[src/rtl/bitslip_pkg.sv]
package bitslip_pkg;

    typedef enum logic [1:0] {
        MODE_OFF   = 2'b00,
        MODE_LEFT  = 2'b01,
        MODE_RIGHT = 2'b10,
        MODE_AUTO  = 2'b11
    } slip_mode_e;

    typedef enum logic [2:0] {
        ST_OFF    = 3'd0,
        ST_READY  = 3'd1,
        ST_SETTLE = 3'd2,
        ST_SEEK   = 3'd3,
        ST_WAIT   = 3'd4,
        ST_LOCK   = 3'd5
    } slip_state_e;

endpackage

[src/rtl/bitslip_window.sv]
module bitslip_window #(
    parameter int W  = 10,
    parameter int OW = $clog2(W)
) (
    input  logic          clk,
    input  logic          rst_n,
    input  logic [W-1:0]  din,
    input  logic [OW-1:0] off,
    output logic [W-1:0]  dout
);
    localparam int PW = 2 * W;

    logic [W-1:0]  prev_q;
    logic [PW-1:0] pair;
    logic [W-1:0]  cand [W];
    logic [W-1:0]  sel;

    assign pair = {prev_q, din};

    // One candidate window per offset; offset k starts k bits below the top.
    for (genvar k = 0; k < W; k++) begin : g_cand
        assign cand[k] = pair[PW-1-k -: W];
    end

    always_comb begin
        sel = '0;
        for (int k = 0; k < W; k++) begin
            if (off == OW'(k)) sel = cand[k];
        end
    end

    always_ff @(posedge clk) begin
        if (!rst_n) begin
            prev_q <= '0;
            dout   <= '0;
        end else begin
            prev_q <= din;
            dout   <= sel;
        end
    end

endmodule

[src/rtl/bitslip_offset.sv]
module bitslip_offset #(
    parameter int W  = 10,
    parameter int OW = $clog2(W)
) (
    input  logic          clk,
    input  logic          rst_n,
    input  logic          inc,
    input  logic          dec,
    input  logic          clr,
    output logic [OW-1:0] off_q
);
    localparam logic [OW-1:0] LAST = OW'(W - 1);

    always_ff @(posedge clk) begin
        if (!rst_n) begin
            off_q <= '0;
        end else if (clr) begin
            off_q <= '0;
        end else if (inc) begin
            off_q <= (off_q == LAST) ? '0 : off_q + 1'b1;
        end else if (dec) begin
            off_q <= (off_q == '0) ? LAST : off_q - 1'b1;
        end
    end

    a_r4_wrap_up: assert property (@(posedge clk) disable iff (!rst_n)
        (inc && !clr && off_q == LAST) |=> off_q == '0);

    a_r5_wrap_down: assert property (@(posedge clk) disable iff (!rst_n)
        (dec && !inc && !clr && off_q == '0) |=> off_q == LAST);

    a_r7_clear: assert property (@(posedge clk) disable iff (!rst_n)
        clr |=> off_q == '0);

    a_r9_hold: assert property (@(posedge clk) disable iff (!rst_n)
        (!inc && !dec && !clr) |=> $stable(off_q));

endmodule

[src/rtl/bitslip_fsm.sv]
module bitslip_fsm
    import bitslip_pkg::*;
#(
    parameter int WAIT_W = 4
) (
    input  logic              clk,
    input  logic              rst_n,
    input  slip_mode_e        mode,
    input  logic              req,
    input  logic [WAIT_W-1:0] wait_cfg,
    input  logic              match,
    output logic              inc,
    output logic              dec,
    output logic              clr,
    output logic              locked
);
    slip_state_e       state_q, state_d;
    slip_mode_e        mode_q;
    logic [WAIT_W-1:0] wcnt_q;

    // State register, mode register and wait counter.
    always_ff @(posedge clk) begin
        if (!rst_n) begin
            state_q <= ST_OFF;
            mode_q  <= MODE_OFF;
            wcnt_q  <= '0;
        end else begin
            state_q <= state_d;
            mode_q  <= mode;
            if (state_q == ST_SEEK && state_d == ST_WAIT)
                wcnt_q <= wait_cfg;
            else if (state_q == ST_WAIT && wcnt_q != '0)
                wcnt_q <= wcnt_q - 1'b1;
        end
    end

    // Next state and outputs.
    always_comb begin
        state_d = state_q;
        inc     = 1'b0;
        dec     = 1'b0;
        clr     = 1'b0;
        locked  = (state_q == ST_LOCK);
        if (mode != mode_q) begin
            // enter: the request in this cycle is dropped
            unique case (mode)
                MODE_OFF:   state_d = ST_OFF;
                MODE_LEFT:  state_d = ST_READY;
                MODE_RIGHT: state_d = ST_READY;
                MODE_AUTO:  state_d = ST_SEEK;
                default:    state_d = ST_OFF;
            endcase
            clr = (mode == MODE_OFF);
        end else begin
            unique case (state_q)
                ST_OFF: begin
                    clr = 1'b1;
                end
                ST_READY: begin
                    if (req) begin
                        inc     = (mode_q == MODE_LEFT);
                        dec     = (mode_q == MODE_RIGHT);
                        state_d = ST_SETTLE;
                    end
                end
                ST_SETTLE: begin
                    state_d = ST_READY;
                end
                ST_SEEK: begin
                    if (match) begin
                        state_d = ST_LOCK;
                    end else begin
                        inc     = 1'b1;
                        state_d = ST_WAIT;
                    end
                end
                ST_WAIT: begin
                    if (wcnt_q == '0) state_d = ST_SEEK;
                end
                ST_LOCK: begin
                    state_d = ST_LOCK;
                end
                default: state_d = ST_OFF;
            endcase
        end
    end

    a_r6_settle_drop: assert property (@(posedge clk) disable iff (!rst_n)
        (state_q == ST_SETTLE) |-> !(inc || dec));

    a_r8_auto_ignores: assert property (@(posedge clk) disable iff (!rst_n)
        (mode_q == MODE_AUTO && mode == MODE_AUTO && state_q != ST_SEEK) |-> !(inc || dec));

    a_r9_lock_holds: assert property (@(posedge clk) disable iff (!rst_n)
        (state_q == ST_LOCK && mode == mode_q) |=> state_q == ST_LOCK);

    a_r8_wait_gap: assert property (@(posedge clk) disable iff (!rst_n)
        (state_q == ST_WAIT && wcnt_q != '0 && mode == mode_q) |=> state_q == ST_WAIT);

    a_r2_off_no_step: assert property (@(posedge clk) disable iff (!rst_n)
        (mode_q == MODE_OFF) |-> !(inc || dec));

endmodule

[src/rtl/rx_bitslip_aligner.sv]
module rx_bitslip_aligner
    import bitslip_pkg::*;
#(
    parameter int W      = 10,
    parameter int WAIT_W = 4,
    localparam int OW    = $clog2(W)
) (
    input  logic              clk,
    input  logic              rst_n,
    input  logic [W-1:0]      rx_word,
    input  logic              slide_pulse,
    input  logic [1:0]        slide_mode,
    input  logic [WAIT_W-1:0] seek_wait,
    input  logic [W-1:0]      seek_pattern,
    output logic [W-1:0]      aligned_word,
    output logic [OW-1:0]     bit_offset,
    output logic              seek_locked
);
    logic inc, dec, clr, match;

    assign match = (aligned_word == seek_pattern);

    bitslip_fsm #(.WAIT_W(WAIT_W)) u_fsm (
        .clk      (clk),
        .rst_n    (rst_n),
        .mode     (slip_mode_e'(slide_mode)),
        .req      (slide_pulse),
        .wait_cfg (seek_wait),
        .match    (match),
        .inc      (inc),
        .dec      (dec),
        .clr      (clr),
        .locked   (seek_locked)
    );

    bitslip_offset #(.W(W), .OW(OW)) u_off (
        .clk   (clk),
        .rst_n (rst_n),
        .inc   (inc),
        .dec   (dec),
        .clr   (clr),
        .off_q (bit_offset)
    );

    bitslip_window #(.W(W), .OW(OW)) u_win (
        .clk   (clk),
        .rst_n (rst_n),
        .din   (rx_word),
        .off   (bit_offset),
        .dout  (aligned_word)
    );

    a_r9_lock_only_auto: assert property (@(posedge clk) disable iff (!rst_n)
        (slide_mode != 2'b11) |=> !seek_locked);

endmodule

[config.mk]
export PLATFORM = sky130hd
export DESIGN_NAME = rx_bitslip_aligner
export DESIGN_NICKNAME = d
export VERILOG_FILES = /design/src/rtl/bitslip_pkg.sv /design/src/rtl/bitslip_window.sv /design/src/rtl/bitslip_offset.sv /design/src/rtl/bitslip_fsm.sv /design/src/rtl/rx_bitslip_aligner.sv
export SDC_FILE = /design/constraint.sdc
export NUM_CORES = 1
export LEC_CHECK = 0
export BUFFER_PORTS_ARGS = -buffer_cell sky130_fd_sc_hd__buf_2
export CAP_MARGIN = 10
export CORE_MARGIN = 5
export CORE_UTILIZATION = 25
export CTS_CLUSTER_SIZE = 20
export DETAILED_ROUTE_END_ITERATION = 10
export PLACE_DENSITY_LB_ADDON = 0.12
export SYNTH_ARGS = -nofsm -noshare
export SYNTH_HDL_FRONTEND = slang
export SYNTH_SLANG_ARGS = --single-unit
[constraint.sdc]
create_clock -name clk -period 1.87 [get_ports clk]
set_clock_uncertainty 0.2 [all_clocks]
set_input_delay 0.187 -clock clk [delete_from_list [all_inputs] [get_ports clk]]
set_output_delay 0.187 -clock clk [all_outputs]
set_load 0.05 [all_outputs]
## Word level (Yosys, flattened, before mapping)

Index checks and enable logic that the tools add are counted.

- Bits in registers: 33
- Input bits: 29
- Output and inout bits: 15
- Word-level logic and storage cells: 74

- Add/subtract/negate cells: 3
- Eq/ne operators: 22
- Mux-type cells: 31
- Bitwise logic cells: 1
- Reductions and logical operators: 11

Operator list:

| operator | count |
|---|---|
| $mux W10 | 10 |
| $mux W4 | 6 |
| $pmux W3 S6 | 1 |
| $eq A4 B3 Y1 const B | 4 |
| $eq A10 B10 Y1 | 1 |
| $eq A3 B3 Y1 const B | 3 |
| $mux W1 | 9 |
| $mux W3 | 3 |
| $pmux W3 S3 | 1 |
| $eq A4 B2 Y1 const B | 2 |
| $eq A4 B4 Y1 const B | 2 |
| $logic_not A4 Y1 | 2 |
| $sub A4 B1 Y4 const B | 2 |
| $eq A2 B2 Y1 const B | 3 |
| $eq A3 B2 Y1 const B | 2 |
| $add A4 B1 Y4 const B | 1 |
| $eq A2 B1 Y1 const B | 2 |
| $eq A4 B1 Y1 const B | 1 |
| $reduce_bool A2 Y1 | 2 |
| $reduce_bool A4 Y1 | 1 |
| $reduce_or A2 Y1 | 2 |
| $eq A3 B1 Y1 const B | 1 |
| $logic_not A3 Y1 | 1 |
| $logic_and A1 B1 Y1 | 2 |
| 4 further kinds | 4 |

## Depth between registers and ports, before layout

- Depth after elaboration: 11
- Mapped depth: 8
- Gate-level depth less buffers: 7

## By module

A second synthesis with hierarchy kept.

- Cell total of the unflattened synthesis: 317
- Area, all modules: 2612.5 µm²

By module, submodules not included:

| module | times used | cells an instance | area each (µm²) | seq. area each (µm²) |
|---|---|---|---|---|
| bitslip_window | 1 | 189 | 1567.8 | 400.4 |
| bitslip_fsm | 1 | 72 | 579.3 | 180.2 |
| bitslip_offset | 1 | 43 | 352.8 | 80.1 |
| rx_bitslip_aligner | 1 | 13 | 112.6 | 0.0 |

## Worst setup path after synthesis

OpenSTA, ideal clock, no wires.

- Kind: register to register
- From: register u_off.off_q[2]
- To: register u_win.dout[4]
- Arrival time: 1.916 ns
- Required time: 1.610 ns
- Path slack: -0.307 ns
- Cell stages (with the launch flop): 7
- Clock period less this slack: 2.177 ns
- Path through: dfxtp_1 -> buf_4 -> or3b_4 -> a21boi_1 -> o221a_1 -> o221ai_2 -> o2111a_1

- Cells in the longest elaborated chain, start to end: 11
- Elaborated cells between the ends (all ways): 20
- Those cells by class: eq/ne: 9; mux: 10; reduce/logical: 1

RTL lines:

| what | RTL line | RTL |
|---|---|---|
| from (decl) | bitslip_offset.sv:10 | `output logic [OW-1:0] off_q` |
| from (signal assigned) | bitslip_offset.sv:20 | `off_q <= (off_q == LAST) ? '0 : off_q + 1'b1;` |
| from (signal assigned) | bitslip_offset.sv:22 | `off_q <= (off_q == '0) ? LAST : off_q - 1'b1;` |
| $logic_not A4 Y1 | bitslip_window.sv:28 | `if (off == OW'(k)) sel = cand[k];` |
| $mux W10 (9 in a row) | bitslip_window.sv:28 |  |
| $mux W10 (*) | bitslip_window.sv:28 |  |
| to (signal assigned) | bitslip_window.sv:38 | `dout <= sel;` |
| to (decl) | bitslip_window.sv:9 | `output logic [W-1:0] dout` |

Every way passes the cells marked *; elsewhere a longest branch is shown, timed or not.
A chain may end at the register's enable or synchronous reset.

## Final worst setup path

- From: register u_win.dout[2]
- To: register u_off.off_q[0]

- Cells in the longest elaborated chain, start to end: 5
- Elaborated cells between the ends (all ways): 6
- Those cells by class: eq/ne: 1; mux: 4; reduce/logical: 1

RTL lines:

| what | RTL line | RTL |
|---|---|---|
| $eq A10 B10 Y1 (*) | rx_bitslip_aligner.sv:21 | `assign match = (aligned_word == seek_pattern);` |
| $mux W1 (*) | bitslip_fsm.sv:70 | `if (match) begin` |
| $pmux W1 S2 (*) | bitslip_fsm.sv:55 | `unique case (state_q)` |
| $mux W1 (*) | bitslip_fsm.sv:44 | `if (mode != mode_q) begin` |
| $mux W4 or $reduce_bool A2 Y1 (tied branches) | -- |  |

Marked as above.

==> impl.org <==
** Run status
- Result of the run :: finished, violations left
- The final reports fail on setup timing.

** Power and ir drop
- Combinational logic burns between 20% and 30% of the power.
- The worst-case IR drop observed on VDD is roughly 0.22 mV.
- Internal power consumption :: 1.18 mW
- In this run the power density over the cells is 490 nW/um^2.
- Switching share of power :: 30.1%
- Summed over all nets, the switching power comes to 509 uW.
- Flop pwr share :: 44.8%
- Leakage power figure :: about 1.4 nW
- Fraction of power consumed by the clock network :: 33.2%

** Clocking
- Clock tree synthesis inserted a total of 5 buffers.
- The clock drives 33 sinks.
- CTS root buf :: sky130_fd_sc_hd__clkbuf_8
- Insertion delay of the later-clocked pin in the worst-skew pair :: about 280 ps
- In this run the number of H-tree levels came out at 2.
- Clock transition at the registers of the reported paths :: approximately 70 ps
- Counting along the longest clock path gives a buffer depth of 2.
- TritonCTS clock tree :: built

** Worst setup path
- The worst register-to-register path has a depth of 7.
- Class of the most critical setup path :: reg -> reg
- Max Fanout on Critical Path :: 3
- CP arrival :: approximately 1900 ps
- The endpoint identified for the worst register-to-register timing path is u_off.off_q[0]$_SDFFE_PP0P_.
- Startpoint of the worst-slack reg-to-reg timing path :: u_win.dout[2]$_SDFF_PN0_
- For flop-to-flop paths, the worst setup slack is -10 ps.
- Kind of end point of the critical path :: flip-flop
- The worst setup path is launched from a flip-flop.
- Data required, critical path :: 1860 ps

** Timing
- After layout, the worst path uses 101% of the clock period.
- The tightest hold path in the finished design has a slack of roughly 50 ps.
- The final-report hold violation count came to 0.
- Max-slew headroom :: between 60% and 70%
- Worst path setup slack after routing :: -12.6 ps
- For the pin with the worst max-slew slack, the measured transition is ~530 ps.
- The count of pins over their slew limit was 0.
- Counting I/O delays and the setup requirement, the final critical path takes between 1500 and 2000 ps.
- Setup violations remaining at the end of the flow were counted as 3.
- Peak clock frequency supported by timing :: roughly 530 MHz
- Setup repair after global routing could not meet its margin everywhere.

** Global route
- Number of antenna violations at the first check in global routing :: 0
- Entering global routing, the biggest net connects 34 pins.
- Global-route wire length before repair :: 14.0 mm
- The number of global-route vias before repair was between 2000 and 3000.
- Overflow after GRT :: 0
- Overall global routing resource usage :: about 14%

** Layout
- Number of nets in the final layout :: around 430
- Area growth from synthesis to final layout :: 35.1%
- Count of inserted antenna diode cells :: 0
- Fraction of layout cells with a size suffix above 1 :: 35.2%

** Run
- The tool flagged a number of max-cap violations equal to 0.

** Placement
- The HPWL after detailed placement is about 6.5 mm.
- Worst slack at placement :: -249 ps
- Gp weighted congestion :: about 0.88
- Number of input and output port buffers inserted :: 43

** Routing
- After detailed routing, the average wire length per cell comes to roughly 16 um.
- Via Count :: around 2700
- Remaining routing DRC violations :: 0
- Routed WL :: around 9 mm
- Starting DRC count in detailed routing :: ~160
- Vias per Instance :: around 5.1
- Post-route ant nets :: 0
- The first detailed-routing pass took 4 iterations.

** Synth
- After synthesis, the netlist uses 59 different library cells.
- Number of enable-type register cells in the synthesized netlist :: 0
- Number of standard cells after synthesis :: 322
- Counting flops with an async set or reset pin after synthesis yields a share of 0%.
- Synth warn :: 0
- Flip-flop cell with the highest count after synthesis :: sky130_fd_sc_hd__dfxtp_1
- Dividing the synthesized area by the synthesized cell count gives roughly 7.9 sq um.
- Post-Synthesis Cell Area :: about 2600 sq um
- Post-Syn Nets :: around 350
- For this run, the register share of the synthesized area comes to 25.9%.
- Yosys reg bits :: 33

** Die
- The region available for standard cell placement spans between 9000 and 10000 sq um.
- Number of top-level pins :: 44
- Once the floorplan was initialized, standard cells occupied 25.9% of the core.
- Y dimension of the die :: 111 um
- The floorplan step defined a die boundary enclosing about 12000 sq um.
- Die Span X :: around 110 um
- After floorplanning, the core was divided into 36 placement rows.

** Min path
- Worst min-delay path class :: in -> reg
- End of the worst hold path :: u_fsm.mode_q[1]$_SDFF_PN0_
- The worst hold path passes through 3 cells.
- Hold path start :: slide_mode[1]
[timing repair]
| action | CTS | global route |
|---|---|---|
| gates resized for setup | 7 | 14 |
| hold endpoints to repair | 9 | 0 |
| pin swaps | 3 | 3 |
| hold buffers | 9 | 0 |
| buffers inserted | 0 | 6 |
| setup endpoints to repair | 8 | 14 |
[cell usage in the layout (no fill, tap or decap), types with 4 or more instances in the layout]
master                          instances
sky130_fd_sc_hd__o21ai_0               28
sky130_fd_sc_hd__xor2_1                11
sky130_fd_sc_hd__o211ai_1               7
sky130_fd_sc_hd__mux2i_1               17
sky130_fd_sc_hd__nor2b_1                7
sky130_fd_sc_hd__a31oi_1                6
sky130_fd_sc_hd__inv_1                  5
sky130_fd_sc_hd__and2_1                14
sky130_fd_sc_hd__xnor2_1                4
sky130_fd_sc_hd__nor3_1                 7
sky130_fd_sc_hd__mux2_2                 7
sky130_fd_sc_hd__dlygate4sd3_1          9
sky130_fd_sc_hd__dfxtp_2                9
sky130_fd_sc_hd__nand2_1               29
sky130_fd_sc_hd__nor2_1                20
sky130_fd_sc_hd__a22oi_1                4
sky130_fd_sc_hd__a21oi_1               21
sky130_fd_sc_hd__o221ai_1               4
sky130_fd_sc_hd__dfxtp_4                5
sky130_fd_sc_hd__buf_4                 43
sky130_fd_sc_hd__clkbuf_8               6
sky130_fd_sc_hd__dfxtp_1               19
sky130_fd_sc_hd__buf_2                 43
sky130_fd_sc_hd__a21o_1                 6
sky130_fd_sc_hd__nand3_1                9
[worst max-delay path by stage]
stage / from / to / slack (ps)
floorplan: u_off.off_q[2]$_SDFFE_PP0P_ / u_win.dout[4]$_SDFF_PN0_ / -10
global placement: u_win.dout[0]$_SDFF_PN0_ / u_off.off_q[0]$_SDFFE_PP0P_ / -330
detailed placement: u_win.dout[0]$_SDFF_PN0_ / u_off.off_q[0]$_SDFFE_PP0P_ / -250
CTS: u_win.dout[0]$_SDFF_PN0_ / u_off.off_q[0]$_SDFFE_PP0P_ / -30
global route: u_win.dout[2]$_SDFF_PN0_ / u_off.off_q[0]$_SDFFE_PP0P_ / -130
finish: u_win.dout[2]$_SDFF_PN0_ / u_off.off_q[0]$_SDFFE_PP0P_ / -10
[power by group through the flow]
stage               clock [mW]  sequential (mW)  combinational [mW]
floorplan                    0            0.806               0.167
global placement             0            0.773               0.344
detailed placement           0            0.773               0.340
CTS                      0.585            0.757               0.364
global route             0.629            0.761               0.403
finish                   0.562            0.757               0.372
[sequential cells by signal, indices dropped and copies added, names as in the netlist]
signal         cells
u_win.dout        10
u_win.prev_q      10
u_fsm.wcnt_q       4
u_off.off_q        4
u_fsm.state_q      3
u_fsm.mode_q       2
[logic make-up (layout without fill, tap and decap cells)]
logic type | count (synthesis) | in the layout | synth area share, %
AND/OR/NAND/NOR | 115 | 115 | 25.0
AO/OA/AOI/OAI | 96 | 96 | 24.6
buffers and inverters | 34 | 110 | 6.37
flip-flops | 33 | 33 | 25.9
multiplexers | 26 | 26 | 11.8
XOR/XNOR | 17 | 17 | 5.83
adder cells (fa/ha/maj) | 1 | 1 | 0.490
[Yosys cell counts, drive strengths merged (4+ instances only)]
cell | number | area (sq um)
mux2i | 17 | 170
nand2 | 30 | 113
nor3 | 7 | 35.0
xor2 | 13 | 114
a21o | 6 | 45.0
a21oi | 22 | 110
inv | 5 | 18.8
o21ai | 28 | 140
nor2 | 20 | 75.1
clkbuf | 14 | 52.6
buf | 15 | 91.3
o221ai | 5 | 50.0
dfxtp | 33 | 661
xnor2 | 4 | 35.0
and2 | 14 | 87.6
a31oi | 6 | 37.5
nor2b | 7 | 43.8
a22oi | 4 | 30.0
mux2 | 7 | 78.8
nor3b | 4 | 30.0
o211ai | 7 | 52.6
nand3 | 9 | 45.0
[metal layers]
layer	global-route usage (%)	part of all wire, %
met2	23.1	49
met4	4.06	2.5
met3	2.51	4.8
met1	17.9	44
met5	0	0
[critical path, cell delays in order, from the launching register on]
cell and delay, ps:
sky130_fd_sc_hd__dfxtp_2 320, sky130_fd_sc_hd__xor2_1 160, sky130_fd_sc_hd__nor4_4 320, sky130_fd_sc_hd__buf_4 160, sky130_fd_sc_hd__nand4_1 100, sky130_fd_sc_hd__buf_4 180
sky130_fd_sc_hd__a21oi_2 130, sky130_fd_sc_hd__mux2i_1 230
[layout make-up]
class,count,area [sq um]
fill,1048,6410
multi-input combinational,255,1820
sequential,33,691
timing repair buffer,98,671
tap,133,166
clock buffer,7,86.3
inverter,5,18.8
[per-stage QoR]
step / util, % / area (sq um) / power (mW) / TNS, ps / instances
global route: 35.0 / 3450 / 1.79 / -672 / 531
CTS: 34.0 / 3350 / 1.71 / -66.0 / 525
floorplan: - / 2590 / 0.973 / -14.8 / 322
global placement: 31.8 / 3140 / 1.12 / -1760 / 509
detailed placement: 31.8 / 3140 / 1.11 / -1510 / 509
finish: 35.0 / 3450 / 1.69 / -33.8 / 531
(Power assumes the default switching activity.)
